### config.mk
export PLATFORM = sky130hd
export DESIGN_NAME = hfp_add_short
export DESIGN_NICKNAME = d
export VERILOG_FILES = /design/src/rtl/hfp_pkg.sv /design/src/rtl/hfp_align.sv /design/src/rtl/hfp_addsub.sv /design/src/rtl/hfp_norm.sv /design/src/rtl/hfp_add_short.sv
export SDC_FILE = /design/constraint.sdc
export NUM_CORES = 1
export LEC_CHECK = 0
export CORE_ASPECT_RATIO = 0.7
export CORE_MARGIN = 10
export CORE_UTILIZATION = 50
export CTS_CLUSTER_SIZE = 25
export DETAILED_ROUTE_END_ITERATION = 12
export DONT_BUFFER_PORTS = 1
export PLACE_DENSITY = 0.71
export SETUP_SLACK_MARGIN = 0.1
export SLEW_MARGIN = 10
export SYNTH_ARGS = -nofsm -noshare
export SYNTH_HDL_FRONTEND = slang
export SYNTH_SLANG_ARGS = --single-unit
### constraint.sdc
create_clock -name clk -period 37.7 [get_ports clk]
set_input_delay 3.77 -clock clk [delete_from_list [all_inputs] [get_ports clk]]
set_output_delay 3.77 -clock clk [all_outputs]
set_load 0.01 [all_outputs]
### src/rtl/hfp_pkg.sv
package hfp_pkg;
  localparam int DIG_W = 4;

  typedef enum logic [1:0] {
    CC_ZERO = 2'd0,
    CC_NEG  = 2'd1,
    CC_POS  = 2'd2,
    CC_OVF  = 2'd3
  } hfp_cc_e;
endpackage

### src/rtl/hfp_align.sv
module hfp_align
  import hfp_pkg::*;
#(
  parameter int EXP_W    = 7,
  parameter int FRAC_DIG = 6,
  localparam int FW      = FRAC_DIG * DIG_W,
  localparam int MW      = FW + DIG_W
) (
  input  logic             a_sign,
  input  logic [EXP_W-1:0] a_exp,
  input  logic [FW-1:0]    a_frac,
  input  logic             b_sign,
  input  logic [EXP_W-1:0] b_exp,
  input  logic [FW-1:0]    b_frac,
  output logic             big_sign,
  output logic             small_sign,
  output logic [MW-1:0]    big_mag,
  output logic [MW-1:0]    small_mag,
  output logic [EXP_W-1:0] base_exp
);
  logic             a_wins;
  logic [EXP_W-1:0] gap;
  logic [MW-1:0]    small_ext;

  always_comb begin
    a_wins     = (a_exp >= b_exp);
    gap        = a_wins ? (a_exp - b_exp) : (b_exp - a_exp);
    base_exp   = a_wins ? a_exp : b_exp;
    big_sign   = a_wins ? a_sign : b_sign;
    small_sign = a_wins ? b_sign : a_sign;
    big_mag    = a_wins ? {a_frac, {DIG_W{1'b0}}} : {b_frac, {DIG_W{1'b0}}};
    small_ext  = a_wins ? {b_frac, {DIG_W{1'b0}}} : {a_frac, {DIG_W{1'b0}}};
    if (gap > EXP_W'(FRAC_DIG))
      small_mag = '0;
    else
      small_mag = small_ext >> ({gap, 2'b00});
  end
endmodule

### src/rtl/hfp_addsub.sv
module hfp_addsub #(
  parameter int MW = 28
) (
  input  logic          big_sign,
  input  logic          small_sign,
  input  logic [MW-1:0] big_mag,
  input  logic [MW-1:0] small_mag,
  output logic [MW:0]   sum_mag,
  output logic          sum_sign
);
  logic same_sign;
  logic big_ge;

  always_comb begin
    same_sign = (big_sign == small_sign);
    big_ge    = (big_mag >= small_mag);
    if (same_sign) begin
      sum_mag  = {1'b0, big_mag} + {1'b0, small_mag};
      sum_sign = big_sign;
    end else if (big_ge) begin
      sum_mag  = {1'b0, big_mag} - {1'b0, small_mag};
      sum_sign = big_sign;
    end else begin
      sum_mag  = {1'b0, small_mag} - {1'b0, big_mag};
      sum_sign = small_sign;
    end
  end
endmodule

### src/rtl/hfp_norm.sv
module hfp_norm
  import hfp_pkg::*;
#(
  parameter int EXP_W    = 7,
  parameter int FRAC_DIG = 6,
  localparam int FW      = FRAC_DIG * DIG_W,
  localparam int MW      = FW + DIG_W,
  localparam int DIGS    = FRAC_DIG + 1,
  localparam int SW      = EXP_W + 2,
  localparam int WW      = 1 + EXP_W + FW
) (
  input  logic [MW:0]      sum_mag,
  input  logic             sum_sign,
  input  logic [EXP_W-1:0] base_exp,
  output logic [WW-1:0]    res_word,
  output logic [1:0]       res_cc,
  output logic             res_ovf,
  output logic             res_unf,
  output logic             res_sig
);
  localparam logic signed [SW-1:0] EXP_MAX = SW'((1 << EXP_W) - 1);

  logic                 carry;
  logic [MW-1:0]        mid;
  logic [MW-1:0]        shifted;
  logic signed [SW-1:0] exp_mid;
  logic signed [SW-1:0] exp_fin;
  logic [SW-1:0]        lead_zeros;
  logic                 seen;
  logic                 mid_zero;

  always_comb begin
    carry   = sum_mag[MW];
    mid     = carry ? {{(DIG_W-1){1'b0}}, sum_mag[MW:DIG_W]} : sum_mag[MW-1:0];
    exp_mid = $signed({2'b00, base_exp}) + $signed(SW'(carry));

    lead_zeros = '0;
    seen       = 1'b0;
    for (int d = DIGS - 1; d >= 0; d--) begin
      if (!seen) begin
        if (mid[d*DIG_W +: DIG_W] != '0) seen = 1'b1;
        else lead_zeros = lead_zeros + 1'b1;
      end
    end

    mid_zero = (mid == '0);
    shifted  = mid << (lead_zeros * DIG_W);
    exp_fin  = exp_mid - $signed(lead_zeros);

    res_ovf = carry && (exp_mid > EXP_MAX);
    res_sig = mid_zero;
    res_unf = !mid_zero && (exp_fin < 0);

    if (mid_zero || res_unf) begin
      res_word = '0;
      res_cc   = CC_ZERO;
    end else begin
      res_word = {sum_sign, exp_fin[EXP_W-1:0], shifted[MW-1:DIG_W]};
      if (res_ovf)       res_cc = CC_OVF;
      else if (sum_sign) res_cc = CC_NEG;
      else               res_cc = CC_POS;
    end
  end
endmodule

### src/rtl/hfp_add_short.sv
module hfp_add_short
  import hfp_pkg::*;
#(
  parameter int EXP_W    = 7,
  parameter int FRAC_DIG = 6,
  localparam int FW      = FRAC_DIG * DIG_W,
  localparam int MW      = FW + DIG_W,
  localparam int WW      = 1 + EXP_W + FW
) (
  input  logic          clk,
  input  logic          rst,
  input  logic          start,
  input  logic [WW-1:0] opnd_a,
  input  logic [WW-1:0] opnd_b,
  output logic          done,
  output logic [WW-1:0] sum_out,
  output logic [1:0]    cc,
  output logic          exp_ovf,
  output logic          exp_unf,
  output logic          signif
);
  logic             big_sign, small_sign, sum_sign;
  logic [MW-1:0]    big_mag, small_mag;
  logic [MW:0]      sum_mag;
  logic [EXP_W-1:0] base_exp;
  logic [WW-1:0]    n_word;
  logic [1:0]       n_cc;
  logic             n_ovf, n_unf, n_sig;

  hfp_align #(.EXP_W(EXP_W), .FRAC_DIG(FRAC_DIG)) u_align (
    .a_sign    (opnd_a[WW-1]),
    .a_exp     (opnd_a[WW-2 -: EXP_W]),
    .a_frac    (opnd_a[FW-1:0]),
    .b_sign    (opnd_b[WW-1]),
    .b_exp     (opnd_b[WW-2 -: EXP_W]),
    .b_frac    (opnd_b[FW-1:0]),
    .big_sign  (big_sign),
    .small_sign(small_sign),
    .big_mag   (big_mag),
    .small_mag (small_mag),
    .base_exp  (base_exp)
  );

  hfp_addsub #(.MW(MW)) u_addsub (
    .big_sign  (big_sign),
    .small_sign(small_sign),
    .big_mag   (big_mag),
    .small_mag (small_mag),
    .sum_mag   (sum_mag),
    .sum_sign  (sum_sign)
  );

  hfp_norm #(.EXP_W(EXP_W), .FRAC_DIG(FRAC_DIG)) u_norm (
    .sum_mag (sum_mag),
    .sum_sign(sum_sign),
    .base_exp(base_exp),
    .res_word(n_word),
    .res_cc  (n_cc),
    .res_ovf (n_ovf),
    .res_unf (n_unf),
    .res_sig (n_sig)
  );

  always_ff @(posedge clk) begin
    if (rst) begin
      done    <= 1'b0;
      sum_out <= '0;
      cc      <= CC_ZERO;
      exp_ovf <= 1'b0;
      exp_unf <= 1'b0;
      signif  <= 1'b0;
    end else begin
      done <= start;
      if (start) begin
        sum_out <= n_word;
        cc      <= n_cc;
        exp_ovf <= n_ovf;
        exp_unf <= n_unf;
        signif  <= n_sig;
      end
    end
  end

  // done timing and result hold
  a_r2_done_after_start: assert property (@(posedge clk) disable iff (rst)
    start |=> done);
  a_r2_no_spurious_done: assert property (@(posedge clk) disable iff (rst)
    !start |=> !done);
  a_r2_result_hold: assert property (@(posedge clk) disable iff (rst)
    !start |=> ($stable(sum_out) && $stable(cc)));
  // a reported nonzero result has a nonzero leading digit
  a_r8_normalized: assert property (@(posedge clk) disable iff (rst)
    (done && !signif && !exp_unf) |-> (sum_out[FW-1 -: DIG_W] != '0));
  // overflow reports code 3
  a_r9_ovf_code: assert property (@(posedge clk) disable iff (rst)
    exp_ovf |-> (cc == CC_OVF));
  // underflow forces a true zero
  a_r10_unf_zero: assert property (@(posedge clk) disable iff (rst)
    exp_unf |-> (sum_out == '0 && cc == CC_ZERO));
  // zero fraction gives positive zero
  a_r11_sig_zero: assert property (@(posedge clk) disable iff (rst)
    signif |-> (sum_out == '0 && cc == CC_ZERO));
  // flags mutually exclusive
  a_r12_flags_excl: assert property (@(posedge clk) disable iff (rst)
    $onehot0({exp_ovf, exp_unf, signif}));
endmodule

# --- Yosys cells after proc, flatten, opt, wreduce, memory -nomap -nowiden ---
# Index checks and enable logic that the tools add are counted.
# Widths: inputs -> output; s select.
word_totals:
  ff_bits: 38
  output_inout_bits: 38
  word_cells: 79
op_classes:
  n_addsub: 13
  magnitude_cmp: 5
  eq_ne: 1
  n_shift: 2
  n_mux: 40
  n_reduce_logical: 12
op_table:
  columns: ["op", "count"]
  rows:
  - ["$mux 28", 4]
  - ["$mux 9", 12]
  - ["$mux 29", 2]
  - ["$sub 28x28->29", 2]
  - ["$add 9x1->9 const B", 5]
  - ["$mux 32", 1]
  - ["$add 28x28->29", 1]
  - ["$ge 28x28->1", 1]
  - ["$logic_not 28->1", 1]
  - ["$reduce_bool 4->1", 7]
  - ["$shl 28x11->28", 1]
  - ["$shr 28x9->28", 1]
  - ["$mux 1", 16]
  - ["$mux 7", 2]
  - ["$sub 7x7->7", 2]
  - ["$gt 9x8->1 const B", 1]
  - ["$lt 9x1->1 const B", 1]
  - ["$sub 9x9->9", 1]
  - ["$add 7x1->8", 1]
  - ["$ge 7x7->1", 1]
  - ["$gt 7x3->1 const B", 1]
  - ["$mux 2", 3]
  - ["$add 1x1->2 const B", 1]
  - ["$logic_and 1x1->1", 2]
  - ["other kinds (3)", 3]

# --- Longest topological paths before layout ---
depth:
  word_depth: 33
  depth_mapped: 66
  depth_no_buf: 62

# --- Cells and area by module ---
# Synthesis repeated with hierarchy kept, for this count alone.
unflattened:
  hier_cells: 1372
  hier_area_um2: 10172.3
modules_own_cells:
  columns: ["module", "n_inst", "cells_each", "area_per_inst_um2"]
  rows:
  - ["hfp_addsub", 1, 689, 4707.0]
  - ["hfp_align", 1, 288, 2280.9]
  - ["hfp_norm", 1, 274, 1841.8]
  - ["hfp_add_short", 1, 121, 1342.5]

# --- Worst setup path before layout ---
# OpenSTA, ideal clock, no wires.
synth_timing:
  path_type: "input to register"
  start: "in opnd_a[24]"
  end: "reg sum_out[16]"
  arrival_ns: 15.680
  path_slack_ns: 21.901
  cell_stages: 61
  n_path_buf: 8
  path_cell_list: "inv_1 ha_1 buf_2 nand2b_1 a211oi_2 o21a_1 buf_6 buf_2 buf_1 clkbuf_1 clkbuf_1 nand2_1 nand3_1 nand3_1 a21oi_1 a21oi_1 nor2_1 ha_1 [... 25 more ...] ha_1 a22o_1 inv_1 buf_2 fa_1 a21o_1 a21oi_1 o21bai_1 a21oi_1 nor2b_1 or3_1 nand2_1 a31oi_1 and3_1 mux2i_1 nor3b_2 nor2b_1 a211o_1"
synth_between:
  elab_chain_len: 33
  elab_cells_between_ends: 66
  cone_classes: "13 x add/sub; 4 x order compare; 1 x eq/ne; 2 x shift; 35 x mux; 11 x reduce/logical"
synth_lines:
  columns: ["element", "line_no", "text"]
  rows:
  - ["from (decl)", "hfp_add_short.sv:13", "input logic [WW-1:0] opnd_a,"]
  - ["$sub 7x7->7 / $ge 7x7->1 (equally long branches)", "hfp_align.sv:27, hfp_align.sv:26", null]
  - ["$mux 7 / $mux 28 (equally long branches)", "hfp_align.sv:27, hfp_align.sv:32", null]
  - ["$shr 28x9->28 / $gt 7x3->1 (equally long branches)", "hfp_align.sv:36, hfp_align.sv:33", null]
  - ["$mux 28", "hfp_align.sv:33", "if (gap > EXP_W'(FRAC_DIG))"]
  - ["$sub 28x28->29, or another cell as far along", "hfp_addsub.sv:24", "sum_mag = {1'b0, small_mag} - {1'b0, big_mag};"]
  - ["$mux 29", "hfp_addsub.sv:20", "end else if (big_ge) begin"]
  - ["$mux 29", "hfp_addsub.sv:17", "if (same_sign) begin"]
  - ["$mux 28", "hfp_norm.sv:34", "mid = carry ? {{(DIG_W-1){1'b0}}, sum_mag[MW:DIG_W]} : sum_mag[MW-1:0];"]
  - ["[... 17 more ...]", null, null]
  - ["$add 9x1->9", "hfp_norm.sv:42", "else lead_zeros = lead_zeros + 1'b1;"]
  - ["$mux 9", "hfp_norm.sv:41", "if (mid[d*DIG_W +: DIG_W] != '0) seen = 1'b1;"]
  - ["$mux 9", "hfp_norm.sv:40", "if (!seen) begin"]
  - ["$sub 9x9->9", "hfp_norm.sv:48", "exp_fin = exp_mid - $signed(lead_zeros);"]
  - ["$lt 9x1->1", "hfp_norm.sv:52", "res_unf = !mid_zero && (exp_fin < 0);"]
  - ["$logic_and 1x1->1", "hfp_norm.sv:52", null]
  - ["$logic_or 1x1->1", "hfp_norm.sv:54", "if (mid_zero || res_unf) begin"]
  - ["$mux 32 *", "hfp_norm.sv:54", null]
  - ["to (signal assigned)", "hfp_add_short.sv:75", "sum_out <= n_word;"]
  - ["to (decl)", "hfp_add_short.sv:16", "output logic [WW-1:0] sum_out,"]
# Every way passes the cells marked *; elsewhere a longest branch is shown, timed or not.
# A chain may end at the register's enable or synchronous reset.

# --- Final worst setup path ---
# Ends and elaborated chain as after synthesis.

==> results.toml <==
[flow_run]
cap_violations = 0

[sta]
skew_ps = 0
setup-violations-final = 0
hold_viol_final = 0
slew_headroom = 0.202
fin_crit_sh = 0.515
rsz0062_at_grt = "no"
tightest_slew_ps = 1180
period_minus_slack_ps = 19410
drv_slew = 0
setup_tns_ps = 0
fmax_mhz = 51.5

[synthesis]
yosysSeqAreaShare = 0.0710
synth_top_family_by_area = "compound AO/OA/AOI/OAI gates"
synth-compound-area-share = 0.327
synth_xor_area_frac = 0.0286
ys_types = 100
syn_area_per_cell_sq_um = 6.63
muxShareOfSynthArea = 0.0913
yosys.area_share.simple = 0.274
synth_edf_count = 0
yosysTopAreaCell = "ha_1"
synth-async-reset-ratio = 0
synthCells = 1618
ys.flop_type = "dfxtp_1"
synth_top_area_share = 0.117
synth_area_leaders = "ha_1, nand2_1, dfxtp_1"
synth_seq_cells = 38
synthAdderAreaFrac = 0.128
synth_warnings = 0
netlist_area_sq_um = 10700

[placed_design]
io_buffers = 0
place_hpwl_um = 34400
place_congestion = 1.01

[critical_path]
path_buf_inv = 9
crit_path_start_kind = "input pin"
max_stage_delay_ps = 1060
crit_family = "compound AO/OA/AOI/OAI gates"
worst-setup-path-type = "input pin to register"
crit_path_end_kind = "register"
timing.critical_path.mode_cell = "ha_1"
crit_path_max_fanout = 64
cp_slowest_cell = "o311ai_0"
required_ps = 37880
critPathArrivalTime_ps = 19590

[grt]
grt_max_degree = 65
grt_use_total = 0.287
overflow = 0
grt_pass1_vias = 11000
antenna_found_initial = 0
grt_pass1_wl_um = 65500

[power]
p_per_area_nw_per_um2 = 38.9
vdd_drop_max_v = 0.0000184
leakagePower_uw = 0.00464

[cts]
cts_max_level = 2
clock_latency_ps = 290
cts.sinks = 38
hold_buffers = 0
post-cts-setup-buffers = 0
clk_pin_slew_worst_paths_ps = 60
cts_resized = 0
root_buffer = "clkbuf_16"
cts_buffers = 5
clockBufferDepth = 2
cts_tree = "done"

[layout]
synthToLayoutAreaGrowth_pct = 3.27
final_nets = 1727
utilization = 0.529
drive_gt1_frac = 0.0630
antenna_cells = 0

[route]
drtIter0Drc = 2080
wl_met1_um = 19300
viasPerCell = 6.81
remaining_drc_errors = 0
routed_wl_um = 42300
met2_length_um = 17000
routed-via-count = 12500
antenna_left = 0
wl_met3_um = 5270
avgRoutedWirePerCell_um = 23.1
dr.pass1.iters = 6
top_layer_used = "met4"

[min_path]
hp-class = "register to register"

[die]
die_w_um = 195
start_util = 0.513
die_area_sq_um = 27800
io_pins = 105
core_sq_um = 20900
core.rowCount = 44
fp.dieH_um = 143

[status]
status = "completed"
[layout by cell type, fill, tap and decap left out, drive strengths merged, types with 20 or more instances in the layout]
| cell | Yosys | final |
|---|---|---|
| a21oi | 138 | 138 |
| inv | 118 | 118 |
| xnor2 | 27 | 27 |
| a211oi | 27 | 27 |
| nand2 | 210 | 210 |
| and3 | 20 | 20 |
| nand3 | 72 | 72 |
| a21o | 24 | 24 |
| nor2 | 148 | 148 |
| o21ai | 104 | 104 |
| mux2i | 67 | 67 |
| and2 | 21 | 21 |
| ha | 100 | 100 |
| o21bai | 26 | 26 |
| nor3 | 47 | 47 |
| dfxtp | 38 | 38 |
[worst paths after layout]
kind / startpoint / to / slack, ps / depth (start not counted)
max: opnd_a[24] / sum_out[16] / 18290 / 59
min: sum_out[4] / sum_out[4] / 500 / 2
max reg2reg: sum_out[15] / sum_out[15] / 36650 / 4
min reg2reg: sum_out[4] / sum_out[4] / 500 / 2
[power breakdown]
part           total [uW]  internal [uW]  switching (uW)
clock                54.6           38.0            16.6
combinational         325            106             219
sequential           51.0           44.9            6.10
[kinds of logic (layout without fill, tap and decap cells)]
kind of cell | Yosys count | in the layout
other | 1 | 2
xor gates and xnor gates | 35 | 35
and+or+nand+nor | 622 | 622
AOI/OAI and AO/OA | 513 | 513
muxes | 90 | 90
DFF | 38 | 38
buffers and inverters | 212 | 149
adders and majority gates | 107 | 107
[worst min-delay path, delay by kind of cell, from the launching register on]
kind               cells  cell delay (ps)
DFF                    1              340
and+or+nand+nor        1               60
AOI/OAI and AO/OA      1               50
[sequential cells by signal, indices dropped and copies added (netlist names)]
register  count
cc            2
signif        1
exp_unf       1
sum_out      32
done          1
exp_ovf       1
[layer usage]
layer,GRT usage,up-vias
li1,-,5772
met1,0.429,5867
met2,0.405,776
met3,0.0669,64
met4,0.0521,0
met5,0,-
[layout make-up]
class	instances	area (sq um)
clock buffer	5	125
clock inverter	3	68.8
fill	2153	9850
inverter	123	462
multi-input combinational	1369	9180
sequential	38	761
tap	276	345
timing repair buffer	18	135
[stage by stage]
stage,worst slack (ps),instance area (sq um),hold WS (ps),cells,power [uW]
after floorplan,21900,10700,471,1619,275
final,18290,11100,500,1832,431
after global placement,18700,10900,497,1824,360
after global routing,17110,11100,532,1832,456
after CTS,18750,11100,509,1832,417
after detailed placement,18450,10900,502,1824,361
[Yosys cell counts (7+ instances only)]
cell / number
or4_1: 7
clkbuf_1: 55
or3_1: 7
xor2_1: 8
inv_1: 114
mux2_2: 19
a22oi_1: 14
nand4_1: 13
o21ai_1: 14
nor4_1: 18
and3_1: 20
a221oi_1: 7
dfxtp_1: 38
o221ai_1: 7
nand2b_1: 17
a31oi_1: 18
nand2_1: 208
o21ai_0: 90
nand3_1: 71
a22o_1: 8
o31ai_1: 16
ha_1: 100
buf_1: 10
xnor2_1: 27
nor3_1: 47
o21bai_1: 26
nor2b_1: 13
o21a_1: 16
mux2i_1: 66
a21o_1: 24
a21oi_1: 137
o211ai_1: 17
and2_1: 20
a211o_1: 13
a211oi_1: 24
nor2_1: 147
buf_2: 18
Note: power is estimated with default switching activity, not from simulation.
